$ cat config.mk
export PLATFORM = sky130hd
export DESIGN_NAME = vfmt_out_stage
export DESIGN_NICKNAME = d
export VERILOG_FILES = /design/src/rtl/vfmt_pkg.sv /design/src/rtl/vfmt_clip.sv /design/src/rtl/vfmt_encode.sv /design/src/rtl/vfmt_out_stage.sv
export SDC_FILE = /design/constraint.sdc
export NUM_CORES = 1
export LEC_CHECK = 0
export CAP_MARGIN = 0
export CORE_AREA = 2 2 46 48
export DETAILED_ROUTE_END_ITERATION = 16
export DIE_AREA = 0 0 48 50
export MAX_ROUTING_LAYER = met4
export PLACE_DENSITY = 0.77
export SYNTH_ARGS = -nofsm -noshare
export SYNTH_HDL_FRONTEND = slang
export SYNTH_SLANG_ARGS = --single-unit
$ cat constraint.sdc
create_clock -name clk -period 0.9 [get_ports clk]
set_input_delay 0.18 -clock clk [delete_from_list [all_inputs] [get_ports clk]]
set_output_delay 0.18 -clock clk [all_outputs]
set_load 0.005 [all_outputs]
$ cat src/rtl/vfmt_pkg.sv
package vfmt_pkg;

    parameter int VF_DW = 8;

    typedef enum logic [1:0] {
        FMT_TWOS = 2'b00,
        FMT_BIN  = 2'b01,
        FMT_OFFA = 2'b10,
        FMT_OFFB = 2'b11
    } fmt_e;

    typedef struct packed {
        logic [VF_DW-1:0] sample;
        logic             udf;
        logic             ovf;
        fmt_e             fmt;
    } stg_in_t;

    typedef struct packed {
        logic [VF_DW-1:0] word;
        logic             oe;
    } stg_out_t;

    typedef struct packed {
        stg_in_t  s1;
        stg_out_t s2;
    } pipe_t;

endpackage

$ cat src/rtl/vfmt_clip.sv
module vfmt_clip #(
    parameter int W = 8
) (
    input  logic [W-1:0] raw,
    input  logic         below,
    input  logic         above,
    output logic [W-1:0] clipped
);
    // Underflow outranks overflow when both are flagged.
    always_comb begin
        if (below) begin
            clipped = '0;
        end else if (above) begin
            clipped = '1;
        end else begin
            clipped = raw;
        end
    end
endmodule

$ cat src/rtl/vfmt_encode.sv
module vfmt_encode
    import vfmt_pkg::*;
#(
    parameter int W = 8
) (
    input  logic [W-1:0] clipped,
    input  fmt_e         fmt,
    output logic [W-1:0] word,
    output logic         oe
);
    logic flip_msb;

    always_comb begin
        flip_msb = (fmt == FMT_TWOS);
        oe       = (fmt == FMT_TWOS) || (fmt == FMT_BIN);
    end

    // Offset binary to two's complement only touches the top bit.
    for (genvar b = 0; b < W; b++) begin : g_bit
        if (b == W - 1) begin : g_msb
            assign word[b] = clipped[b] ^ flip_msb;
        end else begin : g_low
            assign word[b] = clipped[b];
        end
    end
endmodule

$ cat src/rtl/vfmt_out_stage.sv
module vfmt_out_stage
    import vfmt_pkg::*;
(
    input  logic             clk,
    input  logic             rst,
    input  logic [VF_DW-1:0] smp_in,
    input  logic             smp_under,
    input  logic             smp_over,
    input  logic [1:0]       fmt_sel,
    output logic [VF_DW-1:0] data_out,
    output logic             data_oe
);
    localparam int W = VF_DW;
    localparam pipe_t RST_VAL = '{
        s1: '{sample: '0, udf: 1'b0, ovf: 1'b0, fmt: FMT_OFFA},
        s2: '{word: '0, oe: 1'b0}
    };

    pipe_t r_d;
    pipe_t r_q;

    logic [W-1:0] clip_w;
    logic [W-1:0] enc_word;
    logic         enc_oe;

    vfmt_clip #(.W(W)) u_clip (
        .raw     (r_q.s1.sample),
        .below   (r_q.s1.udf),
        .above   (r_q.s1.ovf),
        .clipped (clip_w)
    );

    vfmt_encode #(.W(W)) u_enc (
        .clipped (clip_w),
        .fmt     (r_q.s1.fmt),
        .word    (enc_word),
        .oe      (enc_oe)
    );

    always_comb begin
        r_d           = r_q;
        r_d.s1.sample = smp_in;
        r_d.s1.udf    = smp_under;
        r_d.s1.ovf    = smp_over;
        r_d.s1.fmt    = fmt_e'(fmt_sel);
        r_d.s2.word   = enc_word;
        r_d.s2.oe     = enc_oe;
    end

    always_ff @(posedge clk) begin
        if (rst) begin
            r_q <= RST_VAL;
        end else begin
            r_q <= r_d;
        end
    end

    assign data_out = r_q.s2.word;
    assign data_oe  = r_q.s2.oe;

    AST_BIN_PASS: assert property (@(posedge clk) disable iff (rst)
        (r_q.s1.fmt == FMT_BIN && !r_q.s1.udf && !r_q.s1.ovf)
        |=> (data_oe && data_out == $past(r_q.s1.sample)));

    AST_TWOS_MAP: assert property (@(posedge clk) disable iff (rst)
        (r_q.s1.fmt == FMT_TWOS && !r_q.s1.udf && !r_q.s1.ovf)
        |=> (data_oe && data_out == {~$past(r_q.s1.sample[W-1]), $past(r_q.s1.sample[W-2:0])}));

    AST_BUS_OFF: assert property (@(posedge clk) disable iff (rst)
        (r_q.s1.fmt[1]) |=> !data_oe);

    AST_UNDER_LOW: assert property (@(posedge clk) disable iff (rst)
        (r_q.s1.udf && r_q.s1.fmt == FMT_TWOS) |=> (data_out == {1'b1, {(W-1){1'b0}}}));

    AST_OVER_HIGH: assert property (@(posedge clk) disable iff (rst)
        (r_q.s1.ovf && !r_q.s1.udf && r_q.s1.fmt == FMT_BIN) |=> (data_out == '1));

    AST_BOTH_FLAGS: assert property (@(posedge clk) disable iff (rst)
        (r_q.s1.udf && r_q.s1.ovf && r_q.s1.fmt != FMT_TWOS) |=> (data_out == '0));

    AST_OFF_TRACK: assert property (@(posedge clk) disable iff (rst)
        (r_q.s1.fmt[1] && !r_q.s1.udf && !r_q.s1.ovf) |=> (data_out == $past(r_q.s1.sample)));
endmodule

After elaboration in Yosys (flattened, before gate mapping)
Cells that the tools add are included.

storage, ports and cells
  logic and storage cells = 14
  bits in registers = 21
  input bits = 14
  output and inout port bits = 9

operators by class
  equality and inequality tests = 1
  multiplexer cells = 2
  bitwise gates (word level) = 1
  reduce and logical (&&, ||, !) cells = 3

operators with widths
  operator              count
  $mux W8               2
  $eq A2 B1 Y1 const B  1
  $logic_not A2 Y1      1
  $reduce_or A2 Y1      1
  $logic_or A1 B1 Y1    1
  $xor A1 B1 Y1         1

Longest topological paths before layout
  depth in word-level cells = 3
  depth in mapped cells = 3
  gate-level depth less buffers = 2

Hierarchy
From an unflattened synthesis, not the netlist that was laid out.

unflattened totals
  cell total of the unflattened synthesis = 71
  area, all modules = 788.3 um^2

by module, submodules not included
  module          instances  area an instance (um^2)  cells each  seq. area each (um^2)
  vfmt_out_stage  1          628.1                    52          420.4
  vfmt_clip       1          91.3                     9           0.0
  vfmt_encode     1          68.8                     10          0.0

Worst setup path after synthesis
No wires, ideal clock.

  kind = reg2reg
  from = register r_q[11] (netlist bit)
  to = register r_q (netlist bit data_out[7])
  setup slack = 0.049 ns
  arrival time = 0.730 ns
  period minus slack after synthesis = 0.851 ns
  buffers on the path = 1
  cell stages (with the launch flop) = 4
  required time = 0.779 ns
  setup time = 0.121 ns
  cells stage by stage = dfxtp_1 clkbuf_1 o21bai_1 mux2i_1

between the ends
  cells in the longest elaborated chain, start to end = 3

RTL lines
  item                    RTL line              RTL
  from (decl)             vfmt_out_stage.sv:20  pipe_t r_q;
  from (signal assigned)  vfmt_out_stage.sv:54  r_q <= r_d;
  $mux W8                 vfmt_clip.sv:13       end else if (above) begin
  $mux W8                 vfmt_clip.sv:11       if (below) begin
  $xor A1 B1 Y1           vfmt_encode.sv:21     assign word[b] = clipped[b] ^ flip_msb;

No other way between the ends.
A chain may end at the register's enable or synchronous reset.

Worst setup path after layout
  from = register r_q (netlist bit data_out[6])
  to = output port data_out[6]

RTL lines
  item       RTL line              RTL
  to (decl)  vfmt_out_stage.sv:10  output logic [VF_DW-1:0] data_out,

No word-level cell between the ends.

==> summary.md <==
| Metric | Value |
|---|---|
| R2R Setup Slk | `0.02 ns` |
| Average wire per standard cell | `9.25 um` |
| P_leak | `0.374 nW` |
| Num CTS Buffers | `3` |
| Pin count of the biggest net entering global routing | `12` |
| Antenna Cells | `0` |
| Final Cell Area | `~850 um^2` |
| Met1 GRT Util | `8.16%` |
| Met3 usage | `3.30%` |
| Iteration-0 DRC Markers | `0` |
| Overall fraction of global-route tracks in use | `8.73%` |
| Placed cell count | `97` |
| Critical path peak fanout | `1` |
| I/O pin count | `23` |
| Area growth from synthesis to layout | `29.4%` |
| WL final | `around 940 um` |
| Arrival @ worst endpoint | `a little over 0.7 ns` |
| Setup Viol. Count Final | `1` |
| Synth top area share | `63.8%` |
| DRT antenna net count | `0` |
| Number of H-tree levels | `1` |
| Initial antenna violation count | `0` |
| Final number of max-transition violations | `0` |
| EDFF count, synth | `0` |
| Die H | `about 50 um` |
| Crit-path cells | `buf_2` |
| Final hold vios | `0` |
| Layout Nets | `90` |
| Synth Instances | `56` |
| Worst Setup End Kind | `output port` |
| Crit path launch type | `flip-flop` |
| Grt ovf | `0` |
| Clk_skew | `around 0.004 ns` |
| Root Buffer | `clkbuf_4` |
| Synthesized cell area | `about 660 um^2` |
| Slew HR | `82.0%` |
| Row Count | `16` |
| Area taken by multi-input logic gates | `~170 um^2` |
| Crit Path Category | `flip-flop to output port` |
| Horiz. Die Dim | `roughly 48 um` |
| Syn_area_per_cell | `11.8 um^2` |
| Peak supply drop | `968 uV` |
| Fill cell count | `between 150 and 200` |
| GRT busiest layer | `met2` |
| Top-count cell post-synth | `dfxtp_1` |
| Initial Utilization | `34.7%` |
| Crit-path leading delay family | `flip-flops` |
| Dpl cell area | `860 um^2` |
| Violated checks | `setup timing` |
| Top FF cell, synth | `dfxtp_1` |
| Post-synth cell types | `12` |
| Residual DRC | `0` |
| Required @ worst endpoint | `0.72 ns` |
| Clock Path Buffers | `2` |
| Worst-skew pair later-pin latency | `roughly 0.29 ns` |
| Number of global-route vias before repair | `376` |
| DR vias/cell | `3.89` |
| Max incr delay on CP | `0.33 ns` |
| Synth area leaders | `dfxtp_1, buf_4, o21a_1, nor2b_1, and2b_1` |
| Post-synth top area cell | `dfxtp_1` |
| Status | `finished with violations` |
| PD cells | `1850 nW/um^2` |
| Die area | `2400 um^2` |
| Finished Layout Cells | `102` |
| Final worst path period share | `100%` |
| Final Power | `1.58 mW` |
| TritonCTS clock tree | `done` |
| Async SR Flop Fraction | `0%` |
| Hold Crit Class | `primary input to flip-flop` |
| I/O Buffers | `22` |
| Register area | `424 um^2` |
| Pre-antenna DRT Iters | `1` |
| Clk pin slew, worst setup/hold paths | `0.11 ns` |
| Crit path max-delay cell type | `dfxtp_2` |
| Max Clk Rate | `1.11 GHz` |
| Met2 usage | `14.9%` |
| Post-synth top cells | `dfxtp_1, buf_4, nor2b_1` |
| Mapped Nets | `70` |
| Sink Count | `21` |
| Final setup margin | `-0.00336 ns` |
| First-pass GRT wire length | `approximately 1400 um` |
| Register bit total from synthesis | `21` |
| Core area | `1900 um^2` |
| Worst Tran Pin Value | `~0.27 ns` |
| Sequential share of the synthesized area | `63.8%` |
| RSZ-0062 raised after global routing | `yes` |
| Layout cells sized above 1 | `26.7%` |
| Crit path buf inv count | `1` |
| Total number of vias | `just under 400` |
| Post-layout minimum cycle time | `0.903 ns` |
| GP Congestion | `between 0.6 and 0.7` |
| Maxcap violations | `0` |
| Number of synthesis warnings | `0` |
-- final cells by class --
class / count / area share, %
multi-input combinational: 25 / 20.2
clock buffer: 4 / 3.08
sequential: 21 / 49.7
tap: 27 / 3.96
timing repair buffer: 25 / 23.0
-- tightest hold or removal path: cells and delay by family --
| kind | cells | cell delay (ns) |
|---|---|---|
| buffers and inverters | 1 | 0.28 |
| and+or+nand+nor | 1 | 0.10 |
| AOI/OAI and AO/OA | 1 | 0.10 |
-- flip-flops by register name (all words and copies together) (netlist names) --
signal,count
r_q,12
data_oe,1
data_out,8
-- final timing paths --
path	from	to	cells after the start
max	data_out[6]	data_out[6]	1
min reg2reg	r_q[10]	data_oe	1
max reg2reg	r_q[9]	data_out[7]	2
min	rst	data_out[6]	3
-- routing by layer --
metal	vias to the layer above	share of wire, %
li1	207	-
met1	175	40
met2	13	52
met3	2	7.5
met4	0	0.64
met5	-	0
-- what timing repair did --
| item | 4_1_cts | 5_1_grt |
|---|---|---|
| hold buffers | 0 | 0 |
| setup endpoints to repair | 18 | 10 |
| gates cloned | 0 | 0 |
| hold endpoints to repair | 0 | 0 |
| gates resized for setup | 39 | 2 |
| buffers inserted | 0 | 1 |
| pin swaps | 0 | 0 |
-- report_power, final --
group | total, mW | switching (mW) | internal [mW]
Sequential | 1.00 | 0.0185 | 0.983
Clock | 0.429 | 0.257 | 0.172
Combinational | 0.149 | 0.0454 | 0.104
Total | 1.58 | 0.321 | 1.26
-- layout by cell type (no fill, tap or decap) --
| cell | Yosys | final |
|---|---|---|
| clkbuf_1 | 1 | 1 |
| dlygate4sd2_1 | 0 | 1 |
| buf_4 | 8 | 3 |
| dfxtp_1 | 21 | 18 |
| nor2_1 | 2 | 1 |
| or2_2 | 1 | 1 |
| o21a_1 | 7 | 7 |
| or3_1 | 1 | 1 |
| clkbuf_4 | 0 | 3 |
| dfxtp_2 | 0 | 3 |
| clkdlybuf4s50_1 | 0 | 12 |
| mux2i_1 | 1 | 1 |
| nor2b_1 | 8 | 8 |
| and2b_1 | 3 | 3 |
| nor2_2 | 0 | 1 |
| o21bai_1 | 2 | 2 |
| buf_2 | 1 | 9 |
-- cell families after synthesis --
family / synth area share, %
flip-flops: 63.8
buffers and inverters: 10.4
AND/OR/NAND/NOR: 14.0
multiplexers: 1.52
AO/OA/AOI/OAI: 10.2
-- per-stage QoR --
stage	TNS, ns	hold WS [ns]	setup slack [ns]	util [%]
floorplan	0	0.284	0.0488	-
global placement	-5.08	0.410	-0.327	45.2
CTS	-0.0200	0.403	-0.0158	44.3
detailed placement	-5.93	0.418	-0.390	45.2
finish	-0.00336	0.403	-0.00336	44.9
global route	-0.292	0.414	-0.0366	44.9
Power figures use the tool's default switching activity.
